--- src/rtl/rh_pkg.sv ---
`timescale 1ns/1ps
package rh_pkg;
  // Port register bit positions (software decodes these)
  localparam int P_CONN   = 0;   // read: connect status, write 1: disable port
  localparam int P_EN     = 1;   // read: enable, write 1: enable port
  localparam int P_RST    = 4;   // read: reset running, write 1: start reset
  localparam int P_PWR    = 8;   // read: power switch, write 1: power on
  localparam int P_PWROFF = 9;   // write 1: power off
  localparam int P_CSC    = 16;  // connect change flag
  localparam int P_ENC    = 17;  // enable change flag
  localparam int P_RSTC   = 20;  // reset change flag
  // Hub register bit positions
  localparam int H_GOFF   = 0;   // read: global power, write 1: global off
  localparam int H_GON    = 16;  // write 1: global on

  localparam int NCHG = 3;
  localparam int CHG_POS [NCHG] = '{P_CSC, P_ENC, P_RSTC};

  // Last counted cycle of a reset of length len
  function automatic logic rst_last(input logic [31:0] cnt, input logic [31:0] len);
    return cnt == len - 32'd1;
  endfunction

  // Assemble the port register read image
  function automatic logic [31:0] pack_port(input logic conn, input logic en,
                                            input logic rst, input logic pwr,
                                            input logic [NCHG-1:0] chg);
    logic [31:0] v;
    v = '0;
    v[P_CONN] = conn;
    v[P_EN]   = en;
    v[P_RST]  = rst;
    v[P_PWR]  = pwr;
    for (int i = 0; i < NCHG; i++) v[CHG_POS[i]] = chg[i];
    return v;
  endfunction
endpackage

--- src/rtl/rh_chg_bit.sv ---
`timescale 1ns/1ps
module rh_chg_bit (
  input  logic clk,
  input  logic rst_n,
  input  logic set_i,
  input  logic clr_i,
  output logic q_o
);
  always_ff @(posedge clk) begin
    if (!rst_n)      q_o <= 1'b0;
    else if (set_i)  q_o <= 1'b1;
    else if (clr_i)  q_o <= 1'b0;
  end

  // a hardware set is never lost to a same-cycle clear
  a_r10_set_wins: assert property (@(posedge clk) disable iff (!rst_n)
    set_i |=> q_o);
  // a clear alone empties the flag
  a_r10_clear_alone: assert property (@(posedge clk) disable iff (!rst_n)
    (clr_i && !set_i) |=> !q_o);
endmodule

--- src/rtl/rh_rst_timer.sv ---
`timescale 1ns/1ps
module rh_rst_timer #(
  parameter int LEN = 16
) (
  input  logic clk,
  input  logic rst_n,
  input  logic start_i,
  input  logic abort_i,
  output logic active_o,
  output logic done_o
);
  import rh_pkg::*;
  localparam int CW = (LEN > 1) ? $clog2(LEN) : 1;

  logic [CW-1:0] cnt_q;
  logic          last;

  assign last   = rst_last(32'(cnt_q), 32'(LEN));
  assign done_o = active_o && last && !abort_i;

  always_ff @(posedge clk) begin
    if (!rst_n) begin
      active_o <= 1'b0;
      cnt_q    <= '0;
    end else if (abort_i) begin
      active_o <= 1'b0;
      cnt_q    <= '0;
    end else if (start_i && !active_o) begin
      active_o <= 1'b1;
      cnt_q    <= '0;
    end else if (active_o) begin
      if (last) begin
        active_o <= 1'b0;
        cnt_q    <= '0;
      end else begin
        cnt_q <= cnt_q + 1'b1;
      end
    end
  end

  // the count never passes the programmed length
  a_r3_cnt_bound: assert property (@(posedge clk) disable iff (!rst_n)
    active_o |-> (cnt_q <= CW'(LEN - 1)));
  // completion ends the reset on the next edge
  a_r3_done_ends: assert property (@(posedge clk) disable iff (!rst_n)
    done_o |=> !active_o);
endmodule

--- src/rtl/rh_port_status.sv ---
`timescale 1ns/1ps
module rh_port_status #(
  parameter int RST_CYCLES = 16
) (
  input  logic        clk,
  input  logic        rst_n,
  input  logic        reg_sel,
  input  logic        wr_en,
  input  logic [31:0] wdata,
  output logic [31:0] rdata,
  input  logic        dev_present,
  output logic        port_enabled,
  output logic        port_in_reset,
  output logic        port_powered
);
  import rh_pkg::*;

  logic conn_q, en_q, ppwr_q, gpwr_q;
  logic ppwr_d, gpwr_d;
  logic wp, wh;
  logic conn_fall, conn_edge;
  logic powered, pwr_drop;
  logic rst_start, rst_abort, rst_done, rst_active;
  logic en_clr, en_set;
  logic [NCHG-1:0] chg_set, chg_clr, chg_q;
  logic unused_wbits;

  assign unused_wbits = ^wdata;

  assign wp = wr_en && !reg_sel;
  assign wh = wr_en &&  reg_sel;

  // Connect tracking
  assign conn_fall = conn_q && !dev_present;
  assign conn_edge = conn_q != dev_present;

  // Power switches: the on-command has priority over the off-command
  always_comb begin
    ppwr_d = ppwr_q;
    if (wp && wdata[P_PWR])         ppwr_d = 1'b1;
    else if (wp && wdata[P_PWROFF]) ppwr_d = 1'b0;
    gpwr_d = gpwr_q;
    if (wh && wdata[H_GON])         gpwr_d = 1'b1;
    else if (wh && wdata[H_GOFF])   gpwr_d = 1'b0;
  end

  assign powered  = ppwr_q && gpwr_q;
  assign pwr_drop = powered && !(ppwr_d && gpwr_d);

  // Reset control
  assign rst_start = wp && wdata[P_RST] && powered && conn_q && !rst_active;
  assign rst_abort = conn_fall || pwr_drop;

  rh_rst_timer #(.LEN(RST_CYCLES)) u_timer (
    .clk      (clk),
    .rst_n    (rst_n),
    .start_i  (rst_start),
    .abort_i  (rst_abort),
    .active_o (rst_active),
    .done_o   (rst_done)
  );

  // Enable control
  assign en_clr = conn_fall || pwr_drop || (wp && wdata[P_CONN]);
  assign en_set = rst_done || (wp && wdata[P_EN] && powered && conn_q);

  always_ff @(posedge clk) begin
    if (!rst_n) begin
      conn_q <= 1'b0;
      en_q   <= 1'b0;
      ppwr_q <= 1'b0;
      gpwr_q <= 1'b0;
    end else begin
      conn_q <= dev_present;
      ppwr_q <= ppwr_d;
      gpwr_q <= gpwr_d;
      if (en_clr)      en_q <= 1'b0;
      else if (en_set) en_q <= 1'b1;
    end
  end

  // Change flags: 0 connect, 1 enable, 2 reset
  assign chg_set[0] = conn_edge;
  assign chg_set[1] = en_q && conn_fall;
  assign chg_set[2] = rst_done;

  for (genvar gi = 0; gi < NCHG; gi++) begin : g_chg
    assign chg_clr[gi] = wp && wdata[CHG_POS[gi]];
    rh_chg_bit u_bit (
      .clk   (clk),
      .rst_n (rst_n),
      .set_i (chg_set[gi]),
      .clr_i (chg_clr[gi]),
      .q_o   (chg_q[gi])
    );
  end

  assign rdata = reg_sel ? {31'b0, gpwr_q}
                         : pack_port(conn_q, en_q, rst_active, ppwr_q, chg_q);

  assign port_enabled  = en_q;
  assign port_in_reset = rst_active;
  assign port_powered  = powered;

  // connect status follows the input one edge later
  a_r2_conn_tracks: assert property (@(posedge clk) disable iff (!rst_n)
    conn_edge |=> (conn_q == $past(dev_present)) && chg_q[0]);
  // normal reset completion enables the port and flags it
  a_r4_done_enables: assert property (@(posedge clk) disable iff (!rst_n)
    rst_done |=> en_q && chg_q[2]);
  // detach removes the enable and stops any reset
  a_r7_detach_clears: assert property (@(posedge clk) disable iff (!rst_n)
    conn_fall |=> !en_q && !rst_active);
  // a reset only starts on a powered, attached port
  a_r8_start_guard: assert property (@(posedge clk) disable iff (!rst_n)
    $rose(rst_active) |-> $past(powered) && $past(conn_q));
  // with no write and no line event the enable holds
  a_r6_idle_stable: assert property (@(posedge clk) disable iff (!rst_n)
    (!wr_en && !conn_edge && !rst_active) |=> $stable(en_q) && $stable(ppwr_q) && $stable(gpwr_q));
  // losing power leaves the port disabled and out of reset
  a_r9_power_loss: assert property (@(posedge clk) disable iff (!rst_n)
    pwr_drop |=> !en_q && !rst_active && !port_powered);
endmodule

--- config.mk ---
export PLATFORM = sky130hd
export DESIGN_NAME = rh_port_status
export DESIGN_NICKNAME = d
export VERILOG_FILES = /design/src/rtl/rh_pkg.sv /design/src/rtl/rh_chg_bit.sv /design/src/rtl/rh_rst_timer.sv /design/src/rtl/rh_port_status.sv
export SDC_FILE = /design/constraint.sdc
export NUM_CORES = 1
export LEC_CHECK = 0
export BUFFER_PORTS_ARGS = -buffer_cell sky130_fd_sc_hd__buf_4
export CAP_MARGIN = 20
export CORE_MARGIN = 5
export CORE_UTILIZATION = 35
export CTS_CLUSTER_SIZE = 14
export DETAILED_ROUTE_END_ITERATION = 7
export GPL_ROUTABILITY_DRIVEN = 0
export PLACE_DENSITY = 0.74
export SYNTH_ARGS = -nofsm -noshare
export SYNTH_HDL_FRONTEND = slang
export SYNTH_SLANG_ARGS = --single-unit
--- constraint.sdc ---
create_clock -name clk -period 3.65 [get_ports clk]
set_input_delay 0.1825 -clock clk [delete_from_list [all_inputs] [get_ports clk]]
set_output_delay 0.1825 -clock clk [all_outputs]
set_load 0.01 [all_outputs]
==> results.json, run 1 <==
{
  "status": "completed",
  "groute.usage.overall_pct": 10.00,
  "crit_family": "compound AO/OA/AOI/OAI gates",
  "skew_ps": 5.627,
  "grt_max_degree": 16,
  "async_reset_ff_share_pct": 0,
  "dpl.hpwl_mm": 1.465,
  "chipHeight_um": 59.99,
  "drc": 0,
  "cts_tree": "yes",
  "synth_cells": 96,
  "synth_edf_count": 0,
  "num_io_pins": 72,
  "critPathBufInv": 0,
  "seq_area_frac_synth_pct": 27.47,
  "place_area_um2": 963.4,
  "criticalPathCategory": "register to register",
  "grt_pass1_vias": 629,
  "power_density_nw_per_um2": 290.8,
  "htree_levels": 1,
  "grt-ovfl-total": 0,
  "post-synth-top-area-fraction_pct": 27.47,
  "ir_drop_mv": 0.1451,
  "cts_resized": 0,
  "cp-start-kind": "register",
  "critPathSlowestCell": "dfxtp_1",
  "ys_types": 39,
  "final.min_clock_period_ps": 1370,
  "ant_nets": 0,
  "start_util_pct": 35.96,
  "drt_iter0_markers": 7,
  "min_period_over_period_pct": 37.54,
  "fin_nets": 159,
  "holdPathStages": 2,
  "hold_viol": 0,
  "yosysWarnings": 0,
  "clock_path_buffers": 2,
  "cts.clk_slew.worst_paths_ps": 80,
  "design_area_um2": 999.7,
  "hold_class": "input port to register",
  "die_w_um": 59.99,
  "antennaDiodeCount": 0,
  "yosysTopAreaCell": "dfxtp_1",
  "hp-start": "wdata[0]",
  "cts_root_buf": "clkbuf_4",
  "endpoint_kind": "register",
  "cp_data_required_time_ps": 3830,
  "cts_hold_buf": 0,
  "reg2reg_from": "u_timer.cnt_q[0]",
  "slowest_delay_ps": 400,
  "syn_avg_cell_area_um2": 9.110,
  "coreArea_um2": 2432,
  "rsz0062_at_grt": "no",
  "synth.cell_area_um2": 874.6,
  "clock-sinks": 12,
  "grt_pass1_wl_mm": 2.753,
  "wl_per_cell_um": 11.95,
  "antenna_found_initial": 0,
  "holdPathEnd": "port_enabled",
  "post_cts_buffers": 0,
  "ys_seq_elements": 12,
  "vias_per_cell": 4.658,
  "maxCapViolations": 0,
  "crit_chain": "ha_1 > a41o_1 > a41oi_1 > a2111oi_2",
  "first_pass_iters": 4,
  "reg2reg_setup_slack_ps": 2280,
  "cts_buffers": 3,
  "row_count": 18,
  "synth_area_leaders": "dfxtp_1, buf_4, nor2b_1",
  "setup_viol": 0,
  "area_growth_pct": 14.31,
  "vias": 694,
  "dominantRegCellSynth": "dfxtp_1",
  "drive_gt1_share_pct": 29.41,
  "fmax_ghz": 0.7298,
  "clk_latency_ps": 280,
  "die-area_um2": 3599,
  "rr_worst_depth": 4,
  "routed_wl_mm": 1.781,
  "final.setup.tns_ps": 0,
  "crit_fanout": 5,
  "cp.arrival_ps": 1550,
  "drv_slew": 0,
  "p_leak_nw": 0.4392,
  "r2r_end": "port_enabled",
  "portBuffers": 22
}
==> flip-flops by register name, indices dropped and copies added, names as in the netlist <==
signal,count
u_timer.cnt_q,4
conn_q,1
u_timer.active_o,1
ppwr_q,1
g_chg.u_bit.q_o,3
gpwr_q,1
port_enabled,1
==> area by class of cell <==
type | instances | area (µm²)
Inverter | 1 | 3.754
Tap cell | 30 | 37.54
Timing Repair Buffer | 22 | 165.2
Multi-Input combinational cell | 80 | 516.7
Sequential cell | 12 | 240.2
Fill cell | 263 | 1433
Clock buffer | 4 | 36.28
==> how the worst max path moves through the flow <==
stage | start | to | slack, ps | cells after the start
floorplan | u_timer.cnt_q[0] | port_enabled | 2440 | 4
global placement | u_timer.cnt_q[0] | port_enabled | 2320 | 4
detailed placement | u_timer.cnt_q[0] | port_enabled | 2300 | 4
CTS | u_timer.cnt_q[0] | port_enabled | 2260 | 4
global route | u_timer.cnt_q[0] | port_enabled | 2180 | 4
finish | u_timer.cnt_q[0] | port_enabled | 2280 | 4
==> cells in the mapped netlist (2+ instances only) <==
library cell,number
a32oi_1,2
nand3b_1,4
a22oi_1,2
nand3_1,3
nor2b_1,8
buf_4,25
dfxtp_1,12
nand2b_1,2
and2_1,2
ha_1,2
nand2_1,4
nor3_1,3
==> through the flow <==
| stage | utilization (%) | setup WS (ps) | cells | power, mW | hold slack [ps] |
|---|---|---|---|---|---|
| after floorplan | - | 2442 | 120 | 0.1854 | 278.2 |
| after global placement | 39.61 | 2321 | 145 | 0.1842 | 401.2 |
| after detailed placement | 39.61 | 2297 | 145 | 0.1849 | 399.3 |
| after CTS | 41.10 | 2265 | 149 | 0.2924 | 102.8 |
| after global routing | 41.10 | 2176 | 149 | 0.3042 | 96.54 |
| final | 41.10 | 2280 | 149 | 0.2908 | 101.9 |
==> placed cells by master (no fill, tap or decap), types with 2 or more instances in the layout <==
cell type / instances
a22oi_1: 2
a32oi_1: 2
and2_1: 2
buf_4: 22
clkbuf_4: 3
conb_1: 25
dfxtp_1: 12
ha_1: 2
nand2_1: 4
nand2b_1: 2
nand3_1: 3
nand3b_1: 4
nor2b_1: 8
nor3_1: 3
==> layer usage <==
layer  GRT usage, %  up-vias  part of all wire [%]
li1               -      338                     -
met1          12.99      323                    40
met2          15.59       31                    49
met3          2.808        2                    10
met4          3.797        0                  0.95
met5              0        -                     0
==> cells by family (layout without fill, tap and decap cells) <==
logic type | after synthesis | count (layout) | share of synthesized area, %
xor+xnor | 1 | 1 | 1.002
buf+inv | 28 | 27 | 23.75
other cells | 1 | 25 | 0.4288
mux | 2 | 2 | 2.432
compound gates | 17 | 17 | 17.60
flops | 12 | 12 | 27.47
fa+ha+maj | 2 | 2 | 2.861
simple gates | 33 | 33 | 24.46
==> report_power, final <==
group	internal, mW	switching, mW
Clock	0.0607	0.0478
Combinational	0.0193	0.0269
Sequential	0.134	0.00238
Total	0.214	0.0771
Note: power is estimated with default switching activity, not from simulation.
==> inputs of run 2 (changes only) <==
ABC_AREA = 1   (was unset)
PLACE_DENSITY = 0.73   (was 0.74)
clock period = 1.3 ns   (was 3.65 ns; I/O delays follow)
==> results.json, run 2 <==
{
  "chipHeight_um": 60.13,
  "clock_path_buffers": 2,
  "synth_most_common_cell": "buf_4",
  "design_area_um2": 1025,
  "clock-sinks": 12,
  "clk_latency_ps": 280,
  "num_io_pins": 72,
  "synth_area_leaders": "dfxtp_1, buf_4, nand2_1",
  "yosysTopAreaCell": "dfxtp_1",
  "status": "completed",
  "pre_cts_slack_ps": 49.21,
  "ys_top_cells_by_count": "buf_4, nand2_1, inv_1",
  "clock_power_share_pct": 36.5,
  "final_util_pct": 42.13,
  "wl_met3_um": 256,
  "hold_viol": 0,
  "largest_reg_flops": 4,
  "rsz0062_at_grt": "no",
  "cts_root_buf": "clkbuf_4",
  "ir_drop_mv": 0.4197,
  "post-synth-top-area-fraction_pct": 27.31,
  "drv_slew": 0,
  "skew_ps": 4.617,
  "criticalPathCategory": "register to output pin",
  "largest-register": "u_timer.cnt_q",
  "drive_gt1_share_pct": 29.93,
  "met2_length_um": 771,
  "portBuffers": 22,
  "place_area_um2": 973.4,
  "grt_pass1_vias": 676,
  "final_common_cell": "conb_1",
  "cp_data_required_time_ps": 1240,
  "antenna_found_initial": 0,
  "post_cts_buffers": 0,
  "cp-start-kind": "register",
  "switchingPower_mw": 0.2241,
  "antennaDiodeCount": 0,
  "slowest_delay_ps": 470,
  "endpoint_kind": "output pin",
  "cts_buffers": 3,
  "final_cells": 177,
  "first_pass_iters": 4,
  "seq_area_frac_synth_pct": 27.31,
  "maxCapViolations": 0,
  "crit_fanout": 7,
  "power_density_nw_per_um2": 800.9,
  "cts.clk_slew.worst_paths_ps": 70,
  "dominantRegCellSynth": "dfxtp_1",
  "wl_met1_um": 711,
  "seq_power_share_pct": 46.4,
  "swShare_pct": 27.30,
  "final.min_clock_period_ps": 1201,
  "mostFrequentLayoutCells": "conb_1, nand2_1, buf_4",
  "power_frac_comb_pct": 17.1,
  "vias_per_cell": 4.277,
  "place_inst": 172,
  "setup_viol": 0,
  "p_total_mw": 0.8208,
  "coreArea_um2": 2432,
  "dpl.hpwl_mm": 1.441,
  "ys_seq_elements": 12,
  "p_int_mw": 0.5966,
  "cp.arrival_ps": 1140,
  "wl_per_cell_um": 9.989,
  "min_period_over_period_pct": 92.42,
  "fin_nets": 187,
  "hold_class": "input port to register",
  "start_util_pct": 36.16,
  "synth_cells": 122,
  "grt_max_degree": 12,
  "htree_levels": 1,
  "synth_edf_count": 0,
  "die_w_um": 60.13,
  "drc": 0,
  "die-area_um2": 3616,
  "ys_types": 22,
  "area_growth_pct": 16.50,
  "routed_wl_mm": 1.768,
  "finalWorstSetupSlack_ps": 98.58,
  "async_reset_ff_share_pct": 0,
  "crit_chain": "inv_1 > nor2_1 > buf_4",
  "cts_tree": "yes",
  "row_count": 18,
  "grt_pass1_wl_mm": 2.760,
  "fin_hold_ws_ps": 33.00,
  "yosysWarnings": 0,
  "groute.usage.overall_pct": 10.09,
  "synth.cell_area_um2": 879.6,
  "ant_nets": 0,
  "critPathSlowestCell": "dfxtp_1",
  "fmax_ghz": 0.8323,
  "vias": 757,
  "p_leak_nw": 0.4998,
  "final.setup.tns_ps": 0,
  "highest_layer": "met4",
  "top_regs": "u_timer.cnt_q (4), g_chg.u_bit.q_o (3)",
  "grt-ovfl-total": 0,
  "drt_iter0_markers": 21,
  "syn_avg_cell_area_um2": 7.210
}
[run 2: changes by cell type in the layout (fill, tap and decap cells not counted), moves of 3 or more]
cell      previous run  this run
a21oi_1              1         5
nand2_1              4        23
nand2_2              0         4
nor2b_1              8         0
nor3_1               3         0
nand3b_1             4         0
nor2_1               0         8
nor2_2               0         3
a21oi_2              0         3
inv_1                1        16
[run 2: power groups by stage]
| stage | Combinational, mW | Clock [mW] | Sequential (mW) |
|---|---|---|---|
| 2_1_floorplan | 0.142 | 0 | 0.388 |
| 3_3_place_gp | 0.135 | 0 | 0.389 |
| 3_5_place_dp | 0.136 | 0 | 0.389 |
| 4_1_cts | 0.140 | 0.312 | 0.381 |
| 5_1_grt | 0.158 | 0.333 | 0.382 |
| 6_report | 0.140 | 0.300 | 0.381 |
[run 2: final timing paths]
| check | start | to | slack (ps) | depth (start not counted) |
|---|---|---|---|---|
| setup / recovery | u_timer.active_o | rdata[4] | 100 | 3 |
| hold / removal | rst_n | conn_q | 30 | 3 |
| setup reg to reg | u_timer.cnt_q[0] | u_timer.cnt_q[0] | 110 | 6 |
| hold reg to reg | g_chg[0].u_bit.q_o | g_chg[0].u_bit.q_o | 470 | 2 |
[run 2: timing repair]
action                                 in CTS  in global routing
setup endpoints to repair                   0                  1
resized for setup                           0                  2
endpoints found under the hold margin       1                  0
hold buffers                                1                  0
[run 2: final cells by class]
cell class / count / area [µm²]
Fill cell: 253 / 1408
Tap cell: 30 / 37.54
Inverter: 18 / 70.07
Multi-Input combinational cell: 90 / 465.4
Sequential cell: 12 / 240.2
Clock buffer: 4 / 36.28
Timing Repair Buffer: 23 / 175.2
[run 2: layer usage]
layer / GRT usage, % / vias to the layer above
met3: 2.160 / 3
met5: 0 / -
met2: 15.59 / 46
met4: 5.696 / 0
met1: 12.84 / 328
li1: - / 380
[run 2: worst max-delay path, delay by kind of cell, from the launching register on]
family / cells / cell delay, ps
buf+inv: 2 / 270
flops: 1 / 470
simple gates: 1 / 120
[run 2: logic make-up (layout without fill, tap and decap cells)]
family                     after synthesis  count (layout)  share of synthesized area [%]
DFF                                     12              12                          27.31
adders and majority gates                2               2                          2.844
other                                    1              25                         0.4263
and+or+nand+nor                         51              51                          30.44
buffers and inverters                   44              45                          30.58
AOI/OAI and AO/OA                       12              12                          8.393
